### src/rtl/sertx_dbuf.sv
module sertx_dbuf #(
  parameter int DW = 8,
  parameter int RW = 8
) (
  input  logic          clk,
  input  logic          rst_n,
  input  logic          data_we,
  input  logic [DW-1:0] data_in,
  input  logic          rate_we,
  input  logic [RW-1:0] rate_in,
  input  logic          ctl_we,
  input  logic [5:0]    ctl_in,
  output logic          ser_out,
  output logic          ser_oe,
  output logic          buf_empty,
  output logic          shreg_empty,
  output logic          irq
);
  localparam int FW = DW + 3;
  localparam int IW = $clog2(FW);

  typedef enum logic [1:0] {PH_IDLE, PH_WAIT, PH_RUN} phase_t;

  logic [RW-1:0] rate_q, div_q;
  logic          xmit_on, nine_on, fast_on, port_on, bit9_q, irq_on;
  logic [DW-1:0] hold_q;
  logic          hold_full;
  logic [FW-1:0] shr_q;
  logic [IW-1:0] bit_idx, last_idx;
  logic [5:0]    sub_q;
  phase_t        phase;
  logic          tick, load, sub_end;

  assign tick    = (div_q == rate_q);
  assign sub_end = (sub_q == (fast_on ? 6'd15 : 6'd63));
  assign load    = xmit_on && hold_full && (phase == PH_IDLE);

  assign ser_oe  = port_on & xmit_on;
  assign ser_out = (phase == PH_RUN) ? shr_q[0] : 1'b1;
  assign irq     = buf_empty & irq_on;

  always_ff @(posedge clk or negedge rst_n) begin
    if (!rst_n) begin
      rate_q <= '0;
      div_q  <= '0;
    end else if (rate_we) begin
      rate_q <= rate_in;
      div_q  <= '0;
    end else if (tick) begin
      div_q  <= '0;
    end else begin
      div_q  <= div_q + 1'b1;
    end
  end

  always_ff @(posedge clk or negedge rst_n) begin
    if (!rst_n) begin
      {irq_on, bit9_q, port_on, fast_on, nine_on, xmit_on} <= '0;
    end else if (ctl_we) begin
      {irq_on, bit9_q, port_on, fast_on, nine_on, xmit_on} <= ctl_in;
    end
  end

  always_ff @(posedge clk or negedge rst_n) begin
    if (!rst_n) begin
      hold_q    <= '0;
      hold_full <= 1'b0;
      buf_empty <= 1'b0;
    end else begin
      if (data_we) begin
        hold_q    <= data_in;
        hold_full <= 1'b1;
      end else if (load) begin
        hold_full <= 1'b0;
      end
      if (data_we)
        buf_empty <= 1'b0;
      else if (xmit_on && !hold_full)
        buf_empty <= 1'b1;
    end
  end

  always_ff @(posedge clk or negedge rst_n) begin
    if (!rst_n) begin
      phase    <= PH_IDLE;
      shr_q    <= '1;
      bit_idx  <= '0;
      last_idx <= '0;
      sub_q    <= '0;
    end else if (!xmit_on) begin
      phase    <= PH_IDLE;
      bit_idx  <= '0;
      sub_q    <= '0;
    end else begin
      unique case (phase)
        PH_IDLE: if (load) begin
          shr_q    <= {1'b1, (nine_on ? bit9_q : 1'b1), hold_q, 1'b0};
          last_idx <= nine_on ? IW'(FW - 1) : IW'(FW - 2);
          phase    <= PH_WAIT;
        end
        PH_WAIT: if (tick) begin
          phase   <= PH_RUN;
          sub_q   <= '0;
          bit_idx <= '0;
        end
        PH_RUN: if (tick) begin
          if (sub_end) begin
            sub_q <= '0;
            shr_q <= {1'b1, shr_q[FW-1:1]};
            if (bit_idx == last_idx) phase <= PH_IDLE;
            else bit_idx <= bit_idx + 1'b1;
          end else begin
            sub_q <= sub_q + 1'b1;
          end
        end
        default: phase <= PH_IDLE;
      endcase
    end
  end

  always_ff @(posedge clk or negedge rst_n) begin
    if (!rst_n) shreg_empty <= 1'b1;
    else        shreg_empty <= (phase == PH_IDLE);
  end


  buf_fall_chk: assert property (@(posedge clk) disable iff (!rst_n)
    $fell(buf_empty) |-> $past(data_we));

  shr_fall_chk: assert property (@(posedge clk) disable iff (!rst_n)
    $fell(shreg_empty) |-> $past(hold_full, 2));

  buf_rise_chk: assert property (@(posedge clk) disable iff (!rst_n)
    $fell(hold_full) && !data_we && xmit_on |=> buf_empty);

  abort_chk: assert property (@(posedge clk) disable iff (!rst_n)
    !xmit_on |=> phase == PH_IDLE);

  idx_bound_chk: assert property (@(posedge clk) disable iff (!rst_n)
    phase == PH_RUN |-> bit_idx <= last_idx);
endmodule

### config.mk
export PLATFORM = sky130hd
export DESIGN_NAME = sertx_dbuf
export DESIGN_NICKNAME = d
export VERILOG_FILES = /design/src/rtl/sertx_dbuf.sv
export SDC_FILE = /design/constraint.sdc
export NUM_CORES = 1
export LEC_CHECK = 0
export CORE_MARGIN = 4
export CORE_UTILIZATION = 67
export DETAILED_ROUTE_END_ITERATION = 6
export DONT_BUFFER_PORTS = 1
export GPL_TIMING_DRIVEN = 0
export PLACE_DENSITY = 0.83
export SETUP_SLACK_MARGIN = 0.5
export SYNTH_ARGS = -nofsm -noshare
export SYNTH_HDL_FRONTEND = slang
export SYNTH_SLANG_ARGS = --single-unit
### constraint.sdc
create_clock -name clk -period 3.3 [get_ports clk]
set_input_delay 0.33 -clock clk [delete_from_list [all_inputs] [get_ports clk]]
set_output_delay 0.33 -clock clk [all_outputs]
set_load 0.02 [all_outputs]
# After elaboration in Yosys (flattened, before gate mapping)
# Index checks and enable logic that the tools add are counted.
# classes
multipliers	0
eq_ne	15
mux	32
n_addsub	3
n_reduce_logical	13
shift	0
bitwise	2
n_lt_le_gt_ge	0
n_div	0
# ops
op	count
$mux W11	3
$mux W6	5
$pmux W11 S2	1
$mux W4	5
$mux W8	2
$ne A3 B3 Y1 const B	5
$reduce_and A5 Y1	3
$mux W2	7
$pmux W6 S2	1
$add A8 B1 Y8 const B	1
$eq A8 B8 Y1	1
$pmux W4 S2	1
$add A6 B1 Y6 const B	1
$eq A6 B6 Y1	1
$mux W1	6
$ne A2 B2 Y1 const B	3
$pmux W2 S3	1
$reduce_and A3 Y1	2
$reduce_bool A2 Y1	3
$add A4 B1 Y4 const B	1
$eq A4 B4 Y1	1
$logic_and A1 B1 Y1	3
$ne A3 B1 Y1 const B	1
$ne A3 B2 Y1 const B	1
5 further kinds	6
# word_totals
inputBits	27
register_bits	60
rom_bits	0
mem_bits_rw	0
latch_bits	0
mem_count	0
out_inout_bits	5
word_cells	82

# Depth between registers and ports, before layout
# depth
depth_word	6
depth_mapped	6
ltp_nobuf	6

# Worst setup path before layout
# Ideal clock, no wire load.
# synth_timing
kind	register to register
start	register bit_idx[0]
end	register bit_idx[1]
path_slack_ns	1.522
arrival_time_ns	1.696
synth_period_minus_slack_ns	1.778
path_buffers	0
required_time_ns	3.218
path_stages_with_launch	6
setup_ns	0.082
path_cell_list	dfrtp_1 > xor2_1 > or4_4 > and2_4 > or3b_1 > a31oi_1
# synth_via
elab_chain_len	6
word_cells_on_any_way	9
cone_classes	add/sub: 1; eq/ne: 2; mux: 5; reduce/logical: 1
# synth_rtl
element	line_no	rtl
from (decl)	29	logic [IW-1:0] bit_idx, last_idx;
from (signal assigned)	111	else bit_idx <= bit_idx + 1'b1;
$add A4 B1 Y4	111	
$mux W4	110	if (bit_idx == last_idx) phase <= PH_IDLE;
$mux W4	107	if (sub_end) begin
$mux W4	106	PH_RUN: if (tick) begin
$pmux W4 S2	95	unique case (phase)
$mux W4	90	end else if (!xmit_on) begin
# Several ways; a longest one is shown, not always the timed one. The select of a mux whose other input is x is not followed.
# A chain may end at the register's enable or synchronous reset.

# Final worst setup path
# layout_timing
start	register sub_q[1]
end	register shr_q[7]
# layout_via
elab_chain_len	3
# layout_rtl
element	line_no	rtl
from (decl)	30	logic [5:0] sub_q;
from (signal assigned)	113	sub_q <= sub_q + 1'b1;
$eq A6 B6 Y1	35	assign sub_end = (sub_q == (fast_on ? 6'd15 : 6'd63));
$ne A2 B2 Y1 (no line)	-	
$reduce_and A5 Y1 (no line)	-	
to (signal assigned)	97	shr_q <= {1'b1, (nine_on ? bit9_q : 1'b1), hold_q, 1'b0};
to (signal assigned)	109	shr_q <= {1'b1, shr_q[FW-1:1]};
to (decl)	28	logic [FW-1:0] shr_q;
# Every way passes these cells.

==> results_dict.tcl <==
set metrics [dict create \
    cts_max_path_buffers 2 \
    drt-wirelength-per-cell_um 18.1 \
    routed_wl_um 5330 \
    final_common_cell "dfrtp_1" \
    core_um2 3800 \
    startpoint_type "flop" \
    holdCritPathClass "input port to flop" \
    netlist_area_um2 2720 \
    portBuffers 0 \
    rsz0062_at_grt "false" \
    finalCritPeriodShare 0.671 \
    post_cts_buffers 0 \
    drc 0 \
    p_switching_uw 421 \
    leakagePower_uw 0.00128 \
    die_w_um 71.8 \
    start_util 0.717 \
    swShare 0.245 \
    path_class "flop to flop" \
    slew_violations 0 \
    worstPathMaxFanout 10 \
    hold_slack_ns 0.133 \
    cts-root-buf "clkbuf_8" \
    path_cells "ha_1 -> nand3_1 -> o21bai_1 -> o21ai_2 -> a21boi_2 -> a2bb2oi_1" \
    insertedDiodeCount 0 \
    via_count 1839 \
    internal_power_uw 1300 \
    via_per_inst 6.23 \
    synth-edff-count 0 \
    max_cap_viol_count 0 \
    drtIter0Drc 88 \
    grt_first_pass_wirelength_um 9260 \
    outcome "complete, no violations" \
    synth.distinct_cells 49 \
    yosysTopAreaCell "dfrtp_1" \
    cts_buffers 9 \
    netlist.area_leader.share 0.432 \
    synth_ff_type "dfrtp_1" \
    synth_nets 259 \
    die_area_um2 5150 \
    insertion_delay_ns 0.33 \
    pwr-share-comb 0.110 \
    gr-total-overflow 0 \
    ant_nets 0 \
    slowest_stage "a21boi_2" \
    tritoncts "yes" \
    cts_sinks 58 \
    synth_area_leaders "dfrtp_1, dfstp_2, mux2_2" \
    pwr-share-seq 0.506 \
    worst_pin_slew_ns 0.551 \
    fmax_ghz 0.451 \
    period_minus_slack_ns 2.22 \
    ir_drop_uv 497 \
    yosysWarnings 0 \
    dpl.hpwl_um 3630 \
    placed_cell_area_um2 2780 \
    grt_max_degree 59 \
    setup_viol 0 \
    rows 22 \
    relSlewSlack 0.633 \
    cts_resized 0 \
    antenna_found_initial 0 \
    clkTransAtPathRegs_ns 0.07 \
    finalInstanceArea_um2 3020 \
    max_stage_delay_ns 0.48 \
    gp_congestion 0.880 \
    end_kind "flop" \
    syn_to_final_growth_pct 10.8 \
    nFillCells 242 \
    drive_gt1_frac 0.243 \
    grt_pass1_vias 1943 \
    final.setup.tns_ns 0 \
    ys_seq_area_frac 0.538 \
    track_usage 0.234 \
    powerDensity_nw_per_um2 569 \
    ys_async_sr_fraction 1.00 \
    cp.required_ns 3.54 \
    nets 272 \
    yosys_register_bits 58 \
    io-pin-count 32 \
    drt_first_pass_iters 4 \
    arrival_ns 2.46 \
    clock_skew_ns 0.00603 \
    clock_power_share 0.384 \
    postSynthAreaPerCell_um2 11.9 \
    postSynthCellCount 229 \
    hold_buffers 2 \
    final_hold_viol_count 0 \
    die_y_um 71.8 \
    final_cell_mix "dfrtp_1, mux2_2, xor2_1" \
    h-tree-depth 3 \
]
==> through the flow <==
| step | setup WS [ns] | power [uW] | std cells | util |
|---|---|---|---|---|
| detailed placement | 1.14 | 1050 | 277 | 0.733 |
| global placement | 1.25 | 1040 | 277 | 0.733 |
| floorplan | 1.52 | 1010 | 229 | - |
| finish | 1.08 | 1720 | 295 | 0.795 |
| global route | 0.862 | 1800 | 295 | 0.795 |
| CTS | 1.12 | 1720 | 295 | 0.795 |
==> registers in the layout, summed over array words and instances (netlist names) <==
register / cells
hold_full: 1
phase: 2
rate_q: 8
port_on: 1
hold_q: 8
irq_on: 1
nine_on: 1
bit_idx: 4
fast_on: 1
bit9_q: 1
sub_q: 6
div_q: 8
shreg_empty: 1
xmit_on: 1
last_idx: 3
buf_empty: 1
shr_q: 10
==> cells in the mapped netlist (all sizes together), types with 2 or more instances <==
| cell | number |
|---|---|
| nand2b | 5 |
| nand3b | 2 |
| dfrtp | 47 |
| nand4 | 4 |
| o21ai | 14 |
| ha | 3 |
| nor2b | 4 |
| xor2 | 16 |
| clkbuf | 6 |
| a31oi | 3 |
| and2 | 5 |
| dfstp | 11 |
| and3 | 3 |
| o22ai | 8 |
| nand3 | 10 |
| nor4 | 2 |
| a2bb2oi | 8 |
| nor2 | 13 |
| o31ai | 3 |
| nor3b | 2 |
| nand2 | 10 |
| buf | 2 |
| a21oi | 3 |
| mux2 | 22 |
| o311ai | 2 |
| inv | 5 |
==> area by class of cell <==
class                      count  area (um^2)  area share
buffer                         8         48.8      0.0162
clock buffer                  14          163      0.0539
clock inverter                 2         35.0      0.0116
inverter                       5         18.8     0.00622
multi-input combinational    158         1190       0.395
sequential                    58         1470       0.485
tap                           48         60.1      0.0199
timing repair buffer           2         37.5      0.0124
==> path summary, 6_finish.rpt <==
check                           cells past startpoint                endpoint                  from  slack, ns
max in group asynchronous                           2    shr_q[6]$_DFFE_PN1P_                 rst_n       2.48
worst min register to register                      2    shr_q[0]$_DFFE_PN1P_  shr_q[0]$_DFFE_PN1P_       0.50
min in group asynchronous                           2  bit_idx[1]$_DFFE_PN0P_                 rst_n       0.53
worst max-delay path                                6    shr_q[7]$_DFFE_PN1P_  sub_q[1]$_DFFE_PN0P_       1.08
worst max register to register                      6    shr_q[7]$_DFFE_PN1P_  sub_q[1]$_DFFE_PN0P_       1.08
worst min-delay path                                2     xmit_on$_DFFE_PN0P_             ctl_in[0]       0.13
==> layer usage <==
metal / GRT usage / vias up / share of wire
met3: 0.0603 / 16 / 0.045
li1: - / 859 / -
met1: 0.287 / 904 / 0.42
met5: 0 / - / 0
met4: 0.129 / 0 / 0.027
met2: 0.377 / 60 / 0.51
==> power groups by stage <==
stage               Combinational (uW)  Clock [uW]  Sequential (uW)
finish                             189         660              870
CTS                                191         660              870
detailed placement                 171           0              881
global placement                   162           0              874
global route                       208         709              879
floorplan                          146           0              863
==> critical path: cells and delay by family (launching register included) <==
| family | cells | cell delay, ns |
|---|---|---|
| adders and majority gates | 1 | 0.20 |
| DFF | 1 | 0.38 |
| AOI/OAI and AO/OA | 4 | 1.38 |
| and+or+nand+nor | 1 | 0.16 |
==> logic make-up (layout without fill, tap and decap cells) <==
family | count (synthesis) | count (layout) | share of synthesized area
AND/OR/NAND/NOR | 66 | 66 | 0.143
flip-flops | 58 | 58 | 0.538
AO/OA/AOI/OAI | 50 | 50 | 0.135
multiplexers | 22 | 22 | 0.0910
XOR/XNOR | 17 | 17 | 0.0547
buffers and inverters | 13 | 31 | 0.0248
adder cells (fa/ha/maj) | 3 | 3 | 0.0138
Power figures use the tool's default switching activity.
